**src/rtl/nsar_pkg.sv**
```systemverilog
package nsar_pkg;
  typedef enum logic [3:0] {
    ST_IDLE,
    ST_ZWR,
    ST_ZREL,
    ST_WRLO,
    ST_UPDLO,
    ST_UPDHI,
    ST_WRHI,
    ST_SETTLE,
    ST_STORE,
    ST_DONE
  } nsar_state_e;
endpackage

```
**src/rtl/nsar_settle.sv**
```systemverilog
module nsar_settle #(
  parameter int SETTLE_CYC = 3
) (
  input  logic clk_i,
  input  logic rst_ni,
  input  logic restart_i,
  output logic expired_o
);
  localparam int CNT_W = $clog2(SETTLE_CYC + 1);
  localparam logic [CNT_W-1:0] LAST = CNT_W'(SETTLE_CYC - 1);

  logic [CNT_W-1:0] cnt_q;

  always_ff @(posedge clk_i or negedge rst_ni) begin
    if (!rst_ni)               cnt_q <= '0;
    else if (restart_i)        cnt_q <= '0;
    else if (cnt_q != LAST)    cnt_q <= cnt_q + 1'b1;
  end

  assign expired_o = (cnt_q == LAST);

  initial begin
    assert (SETTLE_CYC >= 2) else $error("SETTLE_CYC must be at least 2");
  end
endmodule

```
**src/rtl/nsar_nibble.sv**
```systemverilog
module nsar_nibble #(
  parameter int NIB_W = 4
) (
  input  logic             clk_i,
  input  logic             rst_ni,
  input  logic             clear_i,
  input  logic             load_first_i,
  input  logic             decide_i,
  input  logic             keep_i,
  output logic [NIB_W-1:0] nib_o,
  output logic             last_o
);
  localparam logic [NIB_W-1:0] MSB = {1'b1, {(NIB_W-1){1'b0}}};

  logic [NIB_W-1:0] nib_q, trial_q, kept;

  assign kept = keep_i ? nib_q : (nib_q & ~trial_q);

  always_ff @(posedge clk_i or negedge rst_ni) begin
    if (!rst_ni) begin
      nib_q   <= '0;
      trial_q <= '0;
    end else if (clear_i) begin
      nib_q   <= '0;
      trial_q <= '0;
    end else if (load_first_i) begin
      nib_q   <= MSB;
      trial_q <= MSB;
    end else if (decide_i) begin
      trial_q <= trial_q >> 1;
      nib_q   <= kept | (trial_q >> 1);
    end
  end

  assign nib_o  = nib_q;
  assign last_o = trial_q[0];


  trial_onehot_chk: assert property (@(posedge clk_i) disable iff (!rst_ni)
    $onehot0(trial_q));
endmodule

```
**src/rtl/nsar_result.sv**
```systemverilog
module nsar_result #(
  parameter int NIB_W   = 4,
  parameter int NUM_NIB = 3,
  parameter int ADDR_W  = 2
) (
  input  logic                     clk_i,
  input  logic                     rst_ni,
  input  logic                     store_i,
  input  logic                     commit_i,
  input  logic [ADDR_W-1:0]        sel_i,
  input  logic [NIB_W-1:0]         nib_i,
  output logic [NIB_W*NUM_NIB-1:0] result_o
);
  localparam int RES_W = NIB_W * NUM_NIB;

  logic [RES_W-1:0] acc_q, acc_d, res_q;

  for (genvar g = 0; g < NUM_NIB; g++) begin : g_slot
    assign acc_d[g*NIB_W +: NIB_W] =
      (store_i && sel_i == ADDR_W'(g)) ? nib_i : acc_q[g*NIB_W +: NIB_W];
  end

  always_ff @(posedge clk_i or negedge rst_ni) begin
    if (!rst_ni) begin
      acc_q <= '0;
      res_q <= '0;
    end else begin
      acc_q <= acc_d;
      if (commit_i) res_q <= acc_d;
    end
  end

  assign result_o = res_q;
endmodule

```
**src/rtl/nibble_sar_ctrl.sv**
```systemverilog
module nibble_sar_ctrl
  import nsar_pkg::*;
#(
  parameter int NIB_W      = 4,
  parameter int NUM_NIB    = 3,
  parameter int ADDR_W     = 2,
  parameter int SETTLE_CYC = 3
) (
  input  logic                     clk_i,
  input  logic                     rst_ni,
  input  logic                     start_i,
  input  logic                     cmp_i,
  output logic                     cs_no,
  output logic                     clr_no,
  output logic [ADDR_W-1:0]        addr_o,
  output logic [NIB_W-1:0]         data_o,
  output logic                     wr_no,
  output logic                     upd_no,
  output logic                     done_o,
  output logic [NIB_W*NUM_NIB-1:0] result_o,
  output logic [NIB_W-1:0]         res_hi_o,
  output logic [2*NIB_W-1:0]       res_lo_o
);
  localparam int RES_W = NIB_W * NUM_NIB;
  localparam logic [ADDR_W-1:0] TOP_ADDR = ADDR_W'(NUM_NIB - 1);

  nsar_state_e state_q, state_d;
  logic [ADDR_W-1:0] addr_q, addr_d;
  logic fin_q, fin_d;
  logic expired, decide, load_first, store, commit, last_bit;
  logic [NIB_W-1:0] nib;

  always_comb begin
    state_d    = state_q;
    addr_d     = addr_q;
    fin_d      = fin_q;
    decide     = 1'b0;
    load_first = 1'b0;
    store      = 1'b0;
    commit     = 1'b0;
    unique case (state_q)
      ST_IDLE: if (start_i) begin
        state_d = ST_ZWR;
        addr_d  = '0;
      end
      ST_ZWR:  state_d = ST_ZREL;
      ST_ZREL: begin
        if (addr_q == TOP_ADDR) begin
          state_d    = ST_WRLO;
          load_first = 1'b1;
          fin_d      = 1'b0;
        end else begin
          state_d = ST_ZWR;
          addr_d  = addr_q + 1'b1;
        end
      end
      ST_WRLO:  state_d = ST_UPDLO;
      ST_UPDLO: state_d = ST_UPDHI;
      ST_UPDHI: state_d = ST_WRHI;
      ST_WRHI, ST_SETTLE: begin
        if (state_q == ST_WRHI && fin_q) begin
          state_d = ST_STORE;
        end else if (expired) begin
          decide  = 1'b1;
          fin_d   = last_bit;
          state_d = ST_WRLO;
        end else begin
          state_d = ST_SETTLE;
        end
      end
      ST_STORE: begin
        store = 1'b1;
        if (addr_q == '0) begin
          commit  = 1'b1;
          state_d = ST_DONE;
        end else begin
          addr_d     = addr_q - 1'b1;
          load_first = 1'b1;
          fin_d      = 1'b0;
          state_d    = ST_WRLO;
        end
      end
      ST_DONE: state_d = ST_IDLE;
      default: state_d = ST_IDLE;
    endcase
  end

  always_ff @(posedge clk_i or negedge rst_ni) begin
    if (!rst_ni) begin
      state_q <= ST_IDLE;
      addr_q  <= '0;
      fin_q   <= 1'b0;
    end else begin
      state_q <= state_d;
      addr_q  <= addr_d;
      fin_q   <= fin_d;
    end
  end

  nsar_settle #(.SETTLE_CYC(SETTLE_CYC)) u_settle (
    .clk_i, .rst_ni,
    .restart_i (state_q == ST_UPDLO),
    .expired_o (expired)
  );

  nsar_nibble #(.NIB_W(NIB_W)) u_nibble (
    .clk_i, .rst_ni,
    .clear_i      (state_q == ST_IDLE),
    .load_first_i (load_first),
    .decide_i     (decide),
    .keep_i       (cmp_i),
    .nib_o        (nib),
    .last_o       (last_bit)
  );

  nsar_result #(.NIB_W(NIB_W), .NUM_NIB(NUM_NIB), .ADDR_W(ADDR_W)) u_result (
    .clk_i, .rst_ni,
    .store_i  (store),
    .commit_i (commit),
    .sel_i    (addr_q),
    .nib_i    (nib),
    .result_o (result_o)
  );

  assign cs_no  = (state_q == ST_IDLE) || (state_q == ST_DONE);
  assign clr_no = 1'b1;
  assign addr_o = addr_q;
  assign data_o = nib;
  assign wr_no  = !((state_q == ST_ZWR) || (state_q == ST_WRLO) ||
                    (state_q == ST_UPDLO) || (state_q == ST_UPDHI));
  assign upd_no = (state_q != ST_UPDLO);
  assign done_o = (state_q == ST_DONE);
  assign res_hi_o = result_o[RES_W-1 -: NIB_W];
  assign res_lo_o = result_o[2*NIB_W-1:0];


  zero_fill_chk: assert property (@(posedge clk_i) disable iff (!rst_ni)
    (state_q == ST_ZWR) |-> (data_o == '0 && upd_no));

  addr_range_chk: assert property (@(posedge clk_i) disable iff (!rst_ni)
    addr_o <= TOP_ADDR);

  upd_in_wr_chk: assert property (@(posedge clk_i) disable iff (!rst_ni)
    !upd_no |-> !wr_no);

  upd_short_chk: assert property (@(posedge clk_i) disable iff (!rst_ni)
    !upd_no |=> (upd_no && !wr_no));

  cs_held_chk: assert property (@(posedge clk_i) disable iff (!rst_ni)
    !wr_no |-> !cs_no);

  done_pulse_chk: assert property (@(posedge clk_i) disable iff (!rst_ni)
    done_o |=> !done_o);

  result_hold_chk: assert property (@(posedge clk_i) disable iff (!rst_ni)
    !done_o |-> $stable(result_o));

  start_gate_chk: assert property (@(posedge clk_i) disable iff (!rst_ni)
    $fell(cs_no) |-> $past(start_i));
endmodule

```
**config.mk**
```make
export PLATFORM = sky130hd
export DESIGN_NAME = nibble_sar_ctrl
export DESIGN_NICKNAME = d
export VERILOG_FILES = /design/src/rtl/nsar_pkg.sv /design/src/rtl/nsar_settle.sv /design/src/rtl/nsar_nibble.sv /design/src/rtl/nsar_result.sv /design/src/rtl/nibble_sar_ctrl.sv
export SDC_FILE = /design/constraint.sdc
export NUM_CORES = 1
export LEC_CHECK = 0
export BUFFER_PORTS_ARGS = -buffer_cell sky130_fd_sc_hd__buf_4
export CORE_MARGIN = 2
export CORE_UTILIZATION = 48
export DETAILED_ROUTE_END_ITERATION = 12
export MAX_ROUTING_LAYER = met4
export PLACE_DENSITY = 0.85
export SLEW_MARGIN = 20
export SYNTH_ARGS = -nofsm -noshare
export SYNTH_HDL_FRONTEND = slang
export SYNTH_SLANG_ARGS = --single-unit
```
**constraint.sdc**
```tcl
create_clock -name clk_i -period 1.9 [get_ports clk_i]
set_clock_uncertainty 0.1 [all_clocks]
set_input_delay 0.38 -clock clk_i [delete_from_list [all_inputs] [get_ports clk_i]]
set_output_delay 0.38 -clock clk_i [all_outputs]
set_load 0.03 [all_outputs]
```
==> reports/qor.yml <==
drv_slew: 0
setup_viol: 2
fill_cells: 296
vias: 1419
netlist_area_um2: 1860
cts_buffers: 5
outcome: "finished, violations left"
drcViolationCount: 0
gp_congestion: 0.862
design_area_um2: 2390
dr.pass1.iters: 4
hold_violations: 0
yosys_warnings: 0
port_buffers: 37
cts.clk_slew.worst_paths_ns: 0.07
setup_ws_ns: -0.0170
placed_area_um2: 2180
n_antenna_cell: 0
detail_route.wirelength_mm: 3.83
drt_iter0_markers: 143
rows: 22
routed_via_density: 5.31
async_flop_share: 1.00
cts-root-buf: "clkbuf_8"
p_leak_nw: 1.21
synth-seq-area-share: 0.497
num_io_pins: 39
grt_util_all_layers: 0.206
core_um2: 3690
area_growth_pct: 28.2
ys_ff_latch: 37
final.period_utilization: 1.01
synth.avg_cell_area_um2: 10.6
syn_inst: 176
antenna_found_initial: 0
cp.required_ns: 1.42
total_power_mw: 2.96
power.density_nw_per_um2: 1240
syn-num-nets: 184
crit_fanout: 3
grt_pass1_vias: 1362
fin_crit_ns: 1.92
arrival_ns: 1.44
violations: "setup timing"
htreeDepth: 2
clkLatencyLatePin_ns: 0.29
fp.dieH_um: 66.3
detail-route-antenna-nets: 0
vdd_drop_max_mv: 0.819
synth_edf_count: 0
fmax_mhz: 522
dpl.hpwl_mm: 2.69
holdCritPathClass: "in2reg"
grt_start_max_net_pins: 38
synth-main-ff-cell: "dfrtp_1"
synth_cell_types: 41
grt_pass1_wl_mm: 6.49
drive_gt1_frac: 0.406
overflow: 0
routedWlPerCell_um: 14.3
maxCapViolations: 0
start_util: 0.505
layout.nets: 227
rsz0062_at_grt: "true"
cts_max_path_buffers: 2
cp-end-kind: "primary output"
design.die.area_um2: 4390
die_w_um: 66.3
cts.sinks: 37
cts_tree: "done"
setup.worst_path.start_class: "flip-flop"
path_class: "reg2out"
whs_ns: 0.348
## worst paths after layout
check,start,cells past startpoint,to,slack [ns]
min,cmp_i,3,u_nibble.nib_o[3]$_DFFE_PN0P_,0.35
max reg2reg,state_q[1]$_DFFE_PN0N_,5,u_result.result_o[9]$_DFFE_PN0P_,0
min reg2reg,u_result.acc_q[6]$_DFF_PN0_,1,u_result.acc_q[6]$_DFF_PN0_,0.39
min in group asynchronous,rst_ni,2,u_nibble.nib_o[2]$_DFFE_PN0P_,0.49
max,state_q[1]$_DFFE_PN0N_,4,cs_no,-0.02
max in group asynchronous,rst_ni,2,state_q[1]$_DFFE_PN0N_,0.87
## metal layers
layer,GRT usage,wire (um),up-vias
met1,0.270,1740,691
met3,0.0562,190,7
met4,0.0842,74,0
met2,0.304,1820,41
met5,-,0,-
li1,-,-,680
## critical path, stage by stage (launching register included)
cell,delay (ns)
dfrtp_2,0.42
buf_4,0.16
nor4bb_4,0.28
nand2b_1,0.15
buf_6,0.13
## through the flow
stage               utilization  setup WS [ns]  TNS, ns  instances
finish                    0.647        -0.0170  -0.0171        267
CTS                       0.634        0.00154        0        264
detailed placement        0.592         0.0968        0        253
global placement          0.592          0.133        0        253
global route              0.647        -0.0713   -0.488        267
floorplan                     -         0.0400        0        176
## kinds of logic (layout without fill, tap and decap cells)
| family | count (synthesis) | after routing | share of synthesized area |
|---|---|---|---|
| other | 1 | 1 | 0.00201 |
| multiplexers | 17 | 17 | 0.102 |
| AO/OA/AOI/OAI | 36 | 36 | 0.129 |
| XOR/XNOR | 1 | 1 | 0.00471 |
| flip-flops | 37 | 37 | 0.497 |
| AND/OR/NAND/NOR | 50 | 50 | 0.143 |
| adder cells (fa/ha/maj) | 4 | 4 | 0.0269 |
| buffers and inverters | 30 | 73 | 0.0948 |
## layout by cell type (no fill, tap or decap), types with 2 or more instances in the layout
cell	count
nand2_2	2
dfrtp_2	2
nand3_1	3
a21oi_1	13
nand2_1	21
dfrtp_1	35
inv_1	9
a221o_1	2
a21o_1	4
clkbuf_8	5
buf_4	48
a22o_1	2
nor4_1	2
ha_1	4
and3_1	2
o21ai_0	5
nor2_1	6
nand3b_1	2
nand2b_1	2
o31ai_1	3
mux2_2	15
buf_6	7
## synth_stat cells, types with 2 or more instances
master	number	share of area
dfrtp_1	37	0.50
nand2_1	21	0.042
mux2_2	16	0.097
buf_4	14	0.056
a21oi_1	13	0.035
inv_1	9	0.018
nor2_1	6	0.012
o21ai_0	5	0.013
a21o_1	4	0.016
ha_1	4	0.027
buf_2	3	0.0081
clkbuf_1	3	0.0060
nand3_1	3	0.0081
o31ai_1	3	0.012
a221o_1	2	0.011
a22o_1	2	0.0094
and3_1	2	0.0067
nand2_2	2	0.0067
nand2b_1	2	0.0067
nand3b_1	2	0.0081
nor3_1	2	0.0054
nor4_1	2	0.0067
## power breakdown
group	internal [mW]	switching, mW
combinational	0.561	0.687
clock	0.381	0.274
sequential	0.923	0.136
total	1.87	1.10
## registers in the layout (all words and copies together) (netlist names)
signal             cells
addr_o                 2
u_result.result_o     12
state_q                4
u_settle.cnt_q         2
u_nibble.nib_o         4
u_nibble.trial_q       4
fin_q                  1
u_result.acc_q         8
## final cells by class
type / count / area (um^2) / area share
Clock inverter: 2 / 35.0 / 0.0147
Sequential cell: 37 / 928 / 0.389
Multi-Input combinational cell: 109 / 792 / 0.332
Timing Repair Buffer: 57 / 469 / 0.197
Inverter: 9 / 33.8 / 0.0142
Tap cell: 48 / 60.1 / 0.0252
Clock buffer: 5 / 68.8 / 0.0288
## timing repair
item	in CTS	in global routing
setup endpoints to repair	4	10
hold buffers	1	0
setup buffers	3	3
pin swaps	0	1
resized for setup	7	6
endpoints found under the hold margin	37	0
(Power assumes the default switching activity.)
